## src/rtl/tdc_pkg.sv

```systemverilog
package tdc_pkg;
    localparam int DEF_PHASES   = 8;
    localparam int DEF_COARSE_W = 16;

    function automatic int half_of(input int phases);
        return phases / 2;
    endfunction
endpackage

```

## src/rtl/tdc_window_align.sv

```systemverilog
module tdc_window_align #(
    parameter int NUM_PHASES = tdc_pkg::DEF_PHASES
) (
    input  logic [NUM_PHASES-1:0] cur_smp,
    input  logic [NUM_PHASES-1:0] prev_smp,
    output logic [NUM_PHASES-1:0] window,
    output logic                  lead_bit
);
    localparam int HALF = tdc_pkg::half_of(NUM_PHASES);

    // window bit 0 is the earliest bin in time
    for (genvar k = 0; k < NUM_PHASES; k++) begin : g_win
        if (k < HALF) begin : g_late_prev
            assign window[k] = prev_smp[k + HALF];
        end else begin : g_early_cur
            assign window[k] = cur_smp[k - HALF];
        end
    end

    // bin just before the window: final bin of the previous window
    assign lead_bit = prev_smp[HALF-1];
endmodule

```

## src/rtl/tdc_edge_find.sv

```systemverilog
module tdc_edge_find #(
    parameter int NUM_PHASES = tdc_pkg::DEF_PHASES,
    localparam int IDX_W     = $clog2(NUM_PHASES)
) (
    input  logic [NUM_PHASES-1:0] window,
    input  logic                  lead_bit,
    output logic                  found,
    output logic [IDX_W-1:0]      pos
);
    logic [NUM_PHASES-1:0] rise;

    for (genvar k = 0; k < NUM_PHASES; k++) begin : g_rise
        if (k == 0) begin : g_first
            assign rise[k] = window[k] & ~lead_bit;
        end else begin : g_rest
            assign rise[k] = window[k] & ~window[k-1];
        end
    end

    // lowest index (earliest bin) wins
    always_comb begin
        found = 1'b0;
        pos   = '0;
        for (int k = NUM_PHASES - 1; k >= 0; k--) begin
            if (rise[k]) begin
                found = 1'b1;
                pos   = IDX_W'(k);
            end
        end
    end
endmodule

```

## src/rtl/tdc_hit_encoder.sv

```systemverilog
module tdc_hit_encoder #(
    parameter int NUM_PHASES = tdc_pkg::DEF_PHASES,
    parameter int COARSE_W   = tdc_pkg::DEF_COARSE_W,
    localparam int FINE_W    = $clog2(NUM_PHASES),
    localparam int TIME_W    = COARSE_W + FINE_W
) (
    input  logic                  clk,
    input  logic                  rst_n,
    input  logic [NUM_PHASES-1:0] samples,
    output logic                  hit_valid,
    output logic [TIME_W-1:0]     hit_time
);
    localparam int HALF = tdc_pkg::half_of(NUM_PHASES);

    typedef struct packed {
        logic [NUM_PHASES-1:0] prev;
        logic                  primed;
        logic [COARSE_W-1:0]   coarse;
        logic                  hit;
        logic [TIME_W-1:0]     stamp;
    } enc_state_t;

    enc_state_t st_q, st_d;

    logic [NUM_PHASES-1:0] win_c;
    logic                  lead_c;
    logic                  found_c;
    logic [FINE_W-1:0]     pos_c;
    logic [FINE_W-1:0]     fine_c;
    logic                  early_c;
    logic [COARSE_W-1:0]   coarse_sel_c;

    tdc_window_align #(.NUM_PHASES(NUM_PHASES)) u_align (
        .cur_smp  (samples),
        .prev_smp (st_q.prev),
        .window   (win_c),
        .lead_bit (lead_c)
    );

    tdc_edge_find #(.NUM_PHASES(NUM_PHASES)) u_find (
        .window   (win_c),
        .lead_bit (lead_c),
        .found    (found_c),
        .pos      (pos_c)
    );

    always_comb begin
        // window index -> physical phase index (rotate by half)
        fine_c       = pos_c + FINE_W'(HALF);
        early_c      = ~pos_c[FINE_W-1];
        coarse_sel_c = early_c ? (st_q.coarse - COARSE_W'(1)) : st_q.coarse;

        st_d        = st_q;
        st_d.prev   = samples;
        st_d.primed = 1'b1;
        st_d.coarse = st_q.coarse + COARSE_W'(1);
        st_d.hit    = found_c & st_q.primed;
        if (found_c && st_q.primed) begin
            st_d.stamp = {coarse_sel_c, fine_c};
        end
    end

    always_ff @(posedge clk or negedge rst_n) begin
        if (!rst_n) begin
            st_q <= '0;
        end else begin
            st_q <= st_d;
        end
    end

    assign hit_valid = st_q.hit;
    assign hit_time  = st_q.stamp;
endmodule

```

## config.mk

```make
export PLATFORM = sky130hd
export DESIGN_NAME = tdc_hit_encoder
export DESIGN_NICKNAME = d
export VERILOG_FILES = /design/src/rtl/tdc_pkg.sv /design/src/rtl/tdc_window_align.sv /design/src/rtl/tdc_edge_find.sv /design/src/rtl/tdc_hit_encoder.sv
export SDC_FILE = /design/constraint.sdc
export NUM_CORES = 1
export LEC_CHECK = 0
export BUFFER_PORTS_ARGS = -buffer_cell sky130_fd_sc_hd__buf_2
export CAP_MARGIN = 40
export CORE_MARGIN = 2
export CORE_UTILIZATION = 50
export CTS_CLUSTER_DIAMETER = 200
export CTS_CLUSTER_SIZE = 28
export DETAILED_ROUTE_END_ITERATION = 10
export PLACE_DENSITY = 0.71
export SKIP_LAST_GASP = 1
export SLEW_MARGIN = 10
export SYNTH_ARGS = -nofsm -noshare
export SYNTH_HDL_FRONTEND = slang
export SYNTH_SLANG_ARGS = --single-unit
```

## constraint.sdc

```tcl
create_clock -name clk -period 3.1 [get_ports clk]
set_input_delay 0.62 -clock clk [delete_from_list [all_inputs] [get_ports clk]]
set_output_delay 0.62 -clock clk [all_outputs]
set_load 0.02 [all_outputs]
```

# Word-level counts from Yosys, hierarchy flattened

Cells that the tools add are included.

Input port bits: 10
Output and inout port bits: 20
Flip-flop bits (word level): 45
Logic and storage cells: 43

Add/subtract/negate cells: 3
Multiplexer cells: 17
Bitwise operators: 17
Reduce and logical (&&, ||, !) cells: 1

Operator list:

| cell                                               | count |
|---|---|
| 2-to-1 mux 3 bit                                   | 8 |
| adder 16 x 1 -> 16 bit, second input constant      | 1 |
| 2-to-1 mux 16 bit                                  | 1 |
| subtractor 16 x 1 -> 16 bit, second input constant | 1 |
| AND 1 bit                                          | 9 |
| 2-to-1 mux 1 bit                                   | 8 |
| inverter 1 bit                                     | 8 |
| adder 3 bit, second input constant                 | 1 |
| logical AND 1 bit                                  | 1 |

# Logic depth before layout (Yosys ltp)

Word-level depth: 11
Depth in mapped cells: 8
Mapped depth without buffers: 7

# Modules after synthesis

Synthesis repeated with hierarchy kept, for this count alone.

Cell total of the unflattened synthesis: 232
Area, all modules: 2,393.5 µm²

Modules (own cells, without submodules):

| module           | cells each | area an instance (µm²) | seq. area each (µm²) | instances |
|---|---|---|---|---|
| tdc_hit_encoder  | 198        | 2,155.8                | 1,126.1              | 1 |
| tdc_edge_find    | 25         | 170.2                  | 0.0                  | 1 |
| tdc_window_align | 9          | 67.6                   | 0.0                  | 1 |

# Least setup slack after synthesis

Ideal clock, no wire load.

Path type: flip-flop to flip-flop
From: reg st_q[20] in the netlist's numbering
To: reg st_q, in the netlist hit_time[15]
Required time: 3.018 ns
Library setup time: 0.082 ns
Stages on the path, launching flop included: 9
Buffers on the path: 1
Slack: 0.728 ns
Clock period less this slack: 2.372 ns
Arrival time: 2.290 ns
Cells stage by stage: dfrtp_1 inv_1 ha_1 or3b_1 or3_1 clkbuf_2 or4_1 or3_1 a31oi_1

Longest elaborated chain between the ends: 2

Ends and longest elaborated chain:

| item                        | RTL line              | RTL |
|---|---|---|
| start: declaration          | tdc_hit_encoder.sv:23 | `enc_state_t st_q, st_d;` |
| start signal: assignment    | tdc_hit_encoder.sv:67 | `st_q <= st_d;` |
| subtractor 16 x 1 -> 16 bit | tdc_hit_encoder.sv:51 | `coarse_sel_c = early_c ? (st_q.coarse - COARSE_W'(1)) : st_q.coarse;` |
| 2-to-1 mux 16 bit           | tdc_hit_encoder.sv:51 |  |

Every way passes these cells.
A chain may end at the register's enable or synchronous reset.

# Final worst setup path

Ends and elaborated chain as after synthesis.

==> flow_metrics.py <==
metrics = {
    "status": {
        "status": "finished, final reports clean",
    },
    "yosys": {
        "yosysSeqAreaShare_pct": 47.0,
        "ys.flop_type": "dfrtp_1",
        "synthCells": 231,
        "ys.warnings.count": 0,
        "synth_nets": 243,
        "avgSynthCellArea_um2": 9.69,
        "ys_ff_latch": 42,
        "synthArstFlopShare_pct": 100,
        "synth_area_leaders": "dfrtp_1, buf_4, xnor2_1",
        "synth_edf_count": 0,
        "yosysTopAreaCell": "dfrtp_1",
        "ys_types": 53,
        "synth.top_cell.area_share_pct": 47.0,
        "synthesis.area_mm2": 0.00224,
    },
    "pwr": {
        "peakVddDrop_mv": 0.288,
        "leakage_nw": 1.12,
        "clkPwrFrac_pct": 37.2,
        "swShare_pct": 24.2,
        "intPower_w": 0.000882,
        "combinationalPowerShare_pct": 11.9,
        "p_per_area_mw_per_mm2": 485,
        "seq_power_share_pct": 50.9,
        "p_sw_w": 0.000282,
    },
    "floorplanning": {
        "dieArea_mm2": 0.00503,
        "die_w_um": 70.9,
        "coreArea_mm2": 0.00432,
        "initial_core_util_pct": 51.8,
        "rows": 24,
        "dieHeight_um": 70.9,
        "num_io_pins": 30,
    },
    "worst_setup_path": {
        "start_kind": "flop",
        "rr_endpoint": "hit_time[15]$_DFFE_PN0P_",
        "crit_slowest_cell": "dfrtp_1",
        "critPathTopFamily": "simple AND/OR/NAND/NOR gates",
        "reg2reg_slack_ns": 0.53,
        "crit_path_max_fanout": 7,
        "arrival_ns": 2.78,
        "reg2reg_depth": 7,
        "cp.required_ns": 3.31,
        "path_class": "flop to flop",
        "cp-startpoint": "st_q[20]$_DFF_PN0_",
        "cp_common_cell": "or3_1",
        "crit_buf_inv": 1,
        "endpoint_kind": "flop",
        "worstSetupPathDepth": 7,
        "max_stage_delay_ns": 0.45,
        "crit_chain": "inv_1, ha_1, or3b_1, or3_1, or4_1, or3_1, a31oi_1",
        "r2r-start": "st_q[20]$_DFF_PN0_",
        "crit_end": "hit_time[15]$_DFFE_PN0P_",
    },
    "clock_tree": {
        "clk_pin_slew_ns": 0.08,
        "clkLatencyLatePin_ns": 0.29,
        "clock_sinks": 42,
        "cts_setup_buffers": 0,
        "cts_max_level": 2,
        "cts_buffers": 5,
        "post_cts_resized": 0,
        "cts_hold_buffers": 0,
        "cts_root_buf": "clkbuf_8",
        "cts_tree": "done",
        "clock_path_buffers": 2,
    },
    "cells_and_area": {
        "area_delta_synth_final_pct": 7.15,
        "layout.cells.most_common": "dfrtp_1",
        "final_area_mm2": 0.00240,
        "final_cell_mix": "dfrtp_1, buf_2, nor2_1",
        "nets": 250,
        "nFillCells": 416,
        "diodes": 0,
        "layout-drive-gt1-share_pct": 16.8,
    },
    "sta": {
        "final_max_slew_viol_count": 0,
        "rsz0062_at_grt": "no",
        "finalClockSkew_ns": 0.00839,
        "max_freq_mhz": 389,
        "max_slew_margin_pct": 44.8,
        "post-route-period-util_pct": 82.9,
        "layout_setup_ws_ns": 0.530,
        "setup_violations": 0,
        "timing.setup.tns_ns": 0,
        "finalCriticalPeriod_ns": 2.57,
        "hold_viol_final": 0,
        "worstMarginPinSlew_ns": 0.826,
    },
    "global_route": {
        "grt_pass1_vias": 1477,
        "grt_pass1_wl_um": 6650,
        "antenna_found_initial": 0,
        "grt_max_degree": 25,
        "grt_overflow": 0,
        "grt_use_total_pct": 16.3,
    },
    "drt": {
        "routed_wl_um": 3900,
        "vias_per_cell": 5.63,
        "remaining_drc_errors": 0,
        "ant_nets": 0,
        "drt_pre_antenna_iters": 4,
        "dr.first_iter.drc_count": 110,
        "wl_per_cell_um": 13.5,
        "routed-via-count": 1632,
    },
    "place": {
        "dp_hpwl_um": 2910,
        "finalWeightedCongestion": 0.786,
        "port_buffers": 29,
        "placed_area_mm2": 0.00229,
        "detailedPlace.worstSlack_ns": 0.552,
    },
    "flow_run": {
        "maxCapViolations": 0,
    },
    "worst_hold_path": {
        "holdCritPathClass": "input port to asynchronous set/reset pin",
    },
}
## registers in the layout, indices dropped and copies added (netlist names)
| signal | cells |
|---|---|
| hit_time | 19 |
| hit_valid | 1 |
| st_q | 22 |
## worst min path at each step
| stage | start | end | slack [ns] | cells after the start |
|---|---|---|---|---|
| floorplan | rst_n | hit_time[0]$_DFFE_PN0P_ | 0.32 | 0 |
| global placement | hit_time[0]$_DFFE_PN0P_ | hit_time[0]$_DFFE_PN0P_ | 0.45 | 2 |
| detailed placement | st_q[35]$_DFF_PN0_ | st_q[35]$_DFF_PN0_ | 0.46 | 1 |
| CTS | rst_n | st_q[27]$_DFF_PN0_ | 0.30 | 1 |
| global route | rst_n | st_q[27]$_DFF_PN0_ | 0.31 | 1 |
| finish | rst_n | st_q[27]$_DFF_PN0_ | 0.29 | 1 |
## stage by stage
stage	hold slack, ns	util (%)	total power, W	cells
finish	0.285	55.5	0.00116	290
global route	0.311	55.5	0.00122	290
CTS	0.297	55.5	0.00117	290
detailed placement	0.463	52.9	0.000745	283
global placement	0.448	52.2	0.000738	282
floorplan	0.324	-	0.000718	231
## cells by family (layout without fill, tap and decap cells)
kind of cell	Yosys count	in the layout	synth area share, %
AO/OA/AOI/OAI	50	50	15.8
multiplexers	1	1	0.447
other	1	1	0.168
buffers and inverters	40	47	10.3
adder cells (fa/ha/maj)	2	2	1.12
AND/OR/NAND/NOR	80	80	19.3
flip-flops	42	42	47.0
XOR/XNOR	15	15	5.87
## cell type report
cell class / instances / area (um2) / share of cell area [%]
sequential: 42 / 1050 / 43.8
inverter: 9 / 33.8 / 1.41
clock inverter: 1 / 30.0 / 1.25
tap: 52 / 65.1 / 2.71
clock buffer: 6 / 82.6 / 3.44
timing repair buffer: 31 / 180 / 7.51
multi-input combinational: 149 / 956 / 39.9
## power groups by stage
stage          registers, W  logic [W]  clock network [W]
2_1_floorplan      0.000601   0.000118                  0
3_3_place_gp       0.000603   0.000135                  0
3_5_place_dp       0.000604   0.000140                  0
4_1_cts            0.000593   0.000141           0.000440
5_1_grt            0.000597   0.000154           0.000465
6_report           0.000593   0.000138           0.000433
## per-layer routing
| layer | up-vias | global-route usage [%] | routed length [um] |
|---|---|---|---|
| li1 | 830 | - | - |
| met1 | 768 | 23.8 | 1960 |
| met2 | 32 | 25.1 | 1780 |
| met3 | 2 | 2.99 | 151 |
| met4 | 0 | 4.61 | 14 |
| met5 | - | 0 | 0 |
## Yosys cell counts, drive strengths merged (2+ instances only)
master   n
inv      9
nor2    19
or4      5
a21oi    3
xor2     3
xnor2   12
o41ai    3
a32o     2
and3     5
ha       2
nor4     2
or4b     2
nor2b    4
nand4    3
a31oi    7
a21o     3
nand3   12
nand2   11
o21ai   10
a211o    2
clkbuf   8
or3      6
nand2b   2
buf     23
o22ai    2
o31ai    2
nor3     2
a211oi   2
o21a     2
dfrtp   42
nand3b   3
o211ai   3
a22o     2
Power figures use the tool's default switching activity.
